**src/rtl/gpio_irq_detect.sv**
```systemverilog
module gpio_irq_detect #(
  parameter int NPINS = 8,
  parameter int DET_W = 2,
  parameter bit ACK_HIGH = 1'b1,
  parameter logic [2:0] LOCAL_TGT = 3'd4,
  localparam int CFG_W = 3 + DET_W,
  localparam int IDX_W = (NPINS > 1) ? $clog2(NPINS) : 1
) (
  input  logic             clk,
  input  logic             rst_n,
  input  logic [NPINS-1:0] pin_i,
  input  logic             cfg_we,
  input  logic [IDX_W-1:0] cfg_idx,
  input  logic [CFG_W-1:0] cfg_wdata,
  input  logic             tgt_we,
  input  logic [IDX_W-1:0] tgt_idx,
  input  logic [2:0]       tgt_wdata,
  input  logic             ack_we,
  input  logic [IDX_W-1:0] ack_idx,
  input  logic             ack_wdata,
  output logic [NPINS-1:0] status_o,
  output logic             irq_o
);

  logic [NPINS-1:0] meta_q, smp_q, prev_q, st_q, evt, pend;
  logic [CFG_W-1:0] cfg_q [NPINS];
  logic [2:0]       tgt_q [NPINS];
  logic             irq_q;

  always_ff @(posedge clk or negedge rst_n)
    if (!rst_n) begin
      meta_q <= '0;
      smp_q  <= '0;
      prev_q <= '0;
      irq_q  <= 1'b0;
    end else begin
      meta_q <= pin_i;
      smp_q  <= meta_q;
      prev_q <= smp_q;
      irq_q  <= |pend;
    end

  for (genvar i = 0; i < NPINS; i++) begin : g_pin
    logic rise, fall, lvl, pol, ack_hit;
    logic [DET_W-1:0] det;

    assign pol  = cfg_q[i][2];
    assign det  = cfg_q[i][3 +: DET_W];
    assign rise = smp_q[i] & ~prev_q[i];
    assign fall = ~smp_q[i] & prev_q[i];
    assign lvl  = pol ? smp_q[i] : ~smp_q[i];
    assign ack_hit = ack_we && (ack_idx == IDX_W'(i)) && (ack_wdata == ACK_HIGH);

    if (DET_W == 2) begin : g_det2
      always_comb
        case (det)
          2'b00:   evt[i] = lvl;
          2'b01:   evt[i] = rise;
          2'b10:   evt[i] = fall;
          default: evt[i] = rise | fall;
        endcase
    end else begin : g_det1
      assign evt[i] = det[0] ? (pol ? rise : fall) : lvl;
    end

    always_ff @(posedge clk or negedge rst_n)
      if (!rst_n) begin
        cfg_q[i] <= '0;
        tgt_q[i] <= '0;
        st_q[i]  <= 1'b0;
      end else begin
        if (cfg_we && cfg_idx == IDX_W'(i)) cfg_q[i] <= cfg_wdata;
        if (tgt_we && tgt_idx == IDX_W'(i)) tgt_q[i] <= tgt_wdata;
        if (cfg_q[i][1] && evt[i]) st_q[i] <= 1'b1;
        else if (ack_hit)          st_q[i] <= 1'b0;
      end

    assign pend[i] = st_q[i] & cfg_q[i][0] & (tgt_q[i] == LOCAL_TGT);


    raw_gate_chk: assert property (@(posedge clk) disable iff (!rst_n)
      (!st_q[i] && !cfg_q[i][1]) |=> !st_q[i]);


    ack_clear_chk: assert property (@(posedge clk) disable iff (!rst_n)
      (ack_hit && !(cfg_q[i][1] && evt[i])) |=> !st_q[i]);
  end

  assign status_o = st_q;
  assign irq_o    = irq_q;


  irq_source_chk: assert property (@(posedge clk) disable iff (!rst_n)
    irq_q |-> $past(|st_q));


  irq_quiet_chk: assert property (@(posedge clk) disable iff (!rst_n)
    !(|st_q) |=> !irq_q);

endmodule

```
**config.mk**
```make
export PLATFORM = sky130hd
export DESIGN_NAME = gpio_irq_detect
export DESIGN_NICKNAME = d
export VERILOG_FILES = /design/src/rtl/gpio_irq_detect.sv
export SDC_FILE = /design/constraint.sdc
export NUM_CORES = 1
export LEC_CHECK = 0
export BUFFER_PORTS_ARGS = -buffer_cell sky130_fd_sc_hd__buf_2
export CORE_MARGIN = 2
export CORE_UTILIZATION = 50
export CTS_BUF_LIST = sky130_fd_sc_hd__clkbuf_8 sky130_fd_sc_hd__clkbuf_16
export DETAILED_ROUTE_END_ITERATION = 6
export MAX_ROUTING_LAYER = met4
export PLACE_DENSITY = 0.75
export SYNTH_ARGS = -nofsm -noshare
export SYNTH_HDL_FRONTEND = slang
export SYNTH_SLANG_ARGS = --single-unit
export TNS_END_PERCENT = 1
```
**constraint.sdc**
```tcl
create_clock -name clk -period 1.6 [get_ports clk]
set_clock_uncertainty 0.15 [all_clocks]
set_input_delay 0.16 -clock clk [delete_from_list [all_inputs] [get_ports clk]]
set_output_delay 0.16 -clock clk [all_outputs]
set_load 0.02 [all_outputs]
```
# After elaboration in Yosys (flattened, before gate mapping)
# Index checks and enable logic that the tools add are counted.
# word_totals
ff_bits	97
input_bits	31
out_inout_bits	9
# op_classes
n_eq_ne	45
muxes	32
n_bitwise	56
n_reduce_logical	60
# op_table
cell	n
$eq 3x3->1 const B	20
$logic_and 1x1->1	40
$and 1x1->1	32
$mux 1	24
$pmux 1 s3	8
$eq 3x2->1 const B	6
$eq 2x1->1 const B	8
$eq 2x2->1 const B	8
$logic_not 2->1	8
$not 1->1	16
$reduce_bool 2->1	8
$eq 3x1->1 const B	3
$logic_not 3->1	3
$or 1x1->1	8
$reduce_or 8->1	1

# Depth between registers and ports, before layout
# depth
word_depth	6
depth_mapped	6

# Worst setup path before layout
# OpenSTA, ideal clock, no wires.
# synth_path
path_type	flip-flop to flip-flop
from	register smp_q[0]
to	register st_q[0] (netlist: status_o[0])
setup_ps	122
arrival_time_ps	1069
path_slack_ps	260
stages_incl_launch_ff	7
period_less_slack_ps	1340
cell_sequence	dfrtp_1 -> inv_1 -> ha_1 -> nand2_1 -> o21ai_0 -> nand2_1 -> a32o_1
# synth_via
elab_chain_len	6
word_cells_on_any_way	9
cone_classes	3 x mux; 4 x bitwise; 2 x reduce/logical
# synth_lines
element	line	source
start, declared	25	logic [NPINS-1:0] meta_q, smp_q, prev_q, st_q, evt, pend;
start signal, assigned	38	smp_q <= meta_q;
$not 1->1	50, 51	
$and 1x1->1	50	assign fall = ~smp_q[i] & prev_q[i];
$or 1x1->1	60	default: evt[i] = rise | fall;
$pmux 1 s3 (*)	56	case (det)
$logic_and 1x1->1 (*)	74	if (cfg_q[i][1] && evt[i]) st_q[i] <= 1'b1;
$mux 1 / $reduce_bool 2->1 (equally long branches)	--	
end signal, assigned by index	70	st_q[i] <= 1'b0;
end signal, assigned by index	74	
end signal, assigned by index	75	else if (ack_hit) st_q[i] <= 1'b0;
end, declared	25	
# Mark *: on every way between the ends. The rest lies on a longest branch, timed or not.
# A chain may end at the register's enable or synchronous reset.

# Worst setup path in the final report
# layout_path
from	register smp_q[7]
to	register st_q[7] (netlist: status_o[7])
# The elaborated chain is that of the path after synthesis.

==> impl_results.md <==
* # port buffers at 39
* Via count of the first global-routing pass at 2,627
* Ant diodes at 0
* Placer Congestion at 0.8711
* Synthesized flop and latch total at 97
* Clk root buf: clkbuf_8
* Clk_lat worst skew at 0.35 ns
* Vias post-DR at 2,547
* Initial core utilization at 0.5210
* Most frequent cells in the layout: 97 x dfrtp_1, 64 x mux2_2, 38 x buf_2, 25 x nand2_1, 18 x inv_1
* Hold slack at 0.02998 ns
* Final Cycle Share at 0.9194
* Initial drt markers at 90
* Synth Warn # at 0
* Syn Inst Count at 302
* PwrDens at 1159 nW/µm²
* Non-Filler Instances at 475
* CTS H-tree depth at 3
* LEAKAGE at 2.148 nW
* Total Wirelength at 7.684 mm
* Hpwl dp at 5.593 mm
* Setup TNS at 0 ns
* CTS Hold Bufs at 9
* Post-cts sizing count at 0
* Crit. End Element: register
* Seq/Total Area, Yosys at 0.5967
* Min Tclk post-route at 1.471 ns
* CTS max path bufs at 2
* CTS tree: yes
* CTS clk-pin slew, worst paths at 0.08 ns
* Mapped Area at 4068 µm²
* Routed Antenna Nets at 0
* Count of final max-slew check failures at 0
* Area Overhead vs Synth at 16.06%
* Sequential cell area at 2427 µm²
* Hold path startpoint: tgt_wdata[2]
* DRC viols at 0
* Global Route Usage Sum at 0.1968
* Met3 Wirelength at 226 µm
* DIE HEIGHT at 94.20 µm
* Largest fanout on the critical path at 4
* Worst hold path depth at 2
* Fillers at 635
* Yosys cell types at 21
* Syn Nets at 349
* Chip width at 94.20 µm
* Endpoints failing hold at 0
* Die footprint at 8873 µm²
* Overflow after GRT at 0
* Rows at 32
* Routed WL per cell at 16.18 µm
* I/O pin cnt at 40
* Total of max-cap violations at 0
* Hold Path End: tgt_q[5]
* DP Area at 4481 µm²
* Max-slew headroom at 0.6652
* TritonCTS Buffers at 9
* Most common cell after layout, fill and taps aside: dfrtp_1
* Postcts setup bufs at 0
* Uppermost routed layer: met4
* Synth Area per Inst at 13.47 µm²
* Vias per cell at 5.362
* Maximum vdd drop at 0.6207 mV
* Core area at 7807 µm²
* Peak Freq at 0.6798 GHz
* Met1 WL at 3.650 mm
* Design area at 4721 µm²
* Critical path type: register to register
* Worst EP arrival at 1.56 ns
* Share of cells above drive strength 1 at 0.3458
* Met2 wire length at 3.681 mm
* Final setup fails at 0
* Path depth of the worst reg2reg path at 6
* Area of the multi-input gates at 1580 µm²
* Pre-Repair DR Iteration Count at 4
* Critical R2R Capture: status_o[7]
* Required @ worst endpoint at 1.69 ns
* Dpl cells at 453
* RSZ-0062 raised after global routing: no
* Worst-margin pin slew at 0.5022 ns
* First-pass GRT wire length at 12.66 mm
* Reg-to-Reg Start: smp_q[7]
* Pin count of the biggest net entering global routing at 38
* Clk sinks at 97
* # nets final at 418
* R2r setup slk at 0.13 ns
* Min-Delay Path Class: primary input to register
* Outcome: finished, final reports clean
* Initial antenna violation count at 0
* Setup crit start kind: register
## registers in the layout, summed over array words and instances (netlist names)
name      flops
meta_q        8
prev_q        8
tgt_q        24
status_o      8
smp_q         8
cfg_q        40
irq_o         1
## routing by layer
layer  up-vias  track usage
li1       1217            -
met1      1270       0.2601
met2        46       0.3083
met3        14      0.02889
met4         0      0.08092
met5         -            -
## cell type report
class,instances,area share
clock buffer,10,0.02915
clock inverter,3,0.002650
inverter,16,0.01272
multi-input combinational,189,0.3347
sequential,97,0.5142
tap,102,0.02703
timing repair buffer,58,0.07951
## critical path, stage by stage, from the launching register on
cell,delay [ns]
dfrtp_1,0.43
inv_1,0.07
ha_1,0.27
nand2_1,0.04
o21ai_0,0.07
nand2_1,0.09
a32o_1,0.24
## where the power goes
part           total, W  switching [W]  leakage (nW)  internal [W]
clock network   0.00131       0.000737        0.0865      0.000569
registers       0.00320       0.000308          1.14       0.00289
logic          0.000964       0.000441         0.925      0.000524
total           0.00547        0.00149          2.15       0.00399
## through the flow
stage	utilization	worst slack [ns]	power, W
finish	0.6046	0.1290	0.005472
CTS	0.6046	0.1160	0.005523
floorplan	-	0.2597	0.003808
detailed placement	0.5739	0.05054	0.004206
global placement	0.5739	0.08602	0.004143
global route	0.6046	0.01158	0.005792
## worst max-delay path by stage
stage               start          end  slack, ns  cells past startpoint
6_report         smp_q[7]  status_o[7]       0.13                      6
3_3_place_gp   cfg_idx[2]    cfg_q[30]       0.09                      4
2_1_floorplan    smp_q[0]  status_o[0]       0.26                      6
5_1_grt          smp_q[7]  status_o[7]       0.01                      6
3_5_place_dp   cfg_idx[2]    cfg_q[31]       0.05                      4
4_1_cts          smp_q[5]  status_o[5]       0.12                      6
## cell usage after synthesis
cell type  count  share of area
nand4b_1       6          0.013
o21ai_0       16          0.020
mux2_2        64           0.18
nor3_1         2         0.0025
ha_1          16          0.049
nor2b_1        2         0.0031
xor2_1         8          0.017
nand2_1       25          0.023
a32o_1         8          0.020
nor3b_1        2         0.0037
nor3b_4        2         0.0092
nand3_1        2         0.0025
a21oi_1        8         0.0098
nand2b_1       2         0.0031
nand4_1       12          0.018
and3_1         1         0.0015
inv_1         16          0.015
nor2_1        10         0.0092
or2_2          1         0.0015
nor3_2         2         0.0049
dfrtp_1       97           0.60
## kinds of logic after synthesis
family,synth area share
flip-flops,0.5967
AND/OR/NAND/NOR,0.09566
multiplexers,0.1772
AO/OA/AOI/OAI,0.04922
buffers and inverters,0.01477
adder cells (fa/ha/maj),0.04922
XOR/XNOR,0.01723
Power figures use the tool's default switching activity.
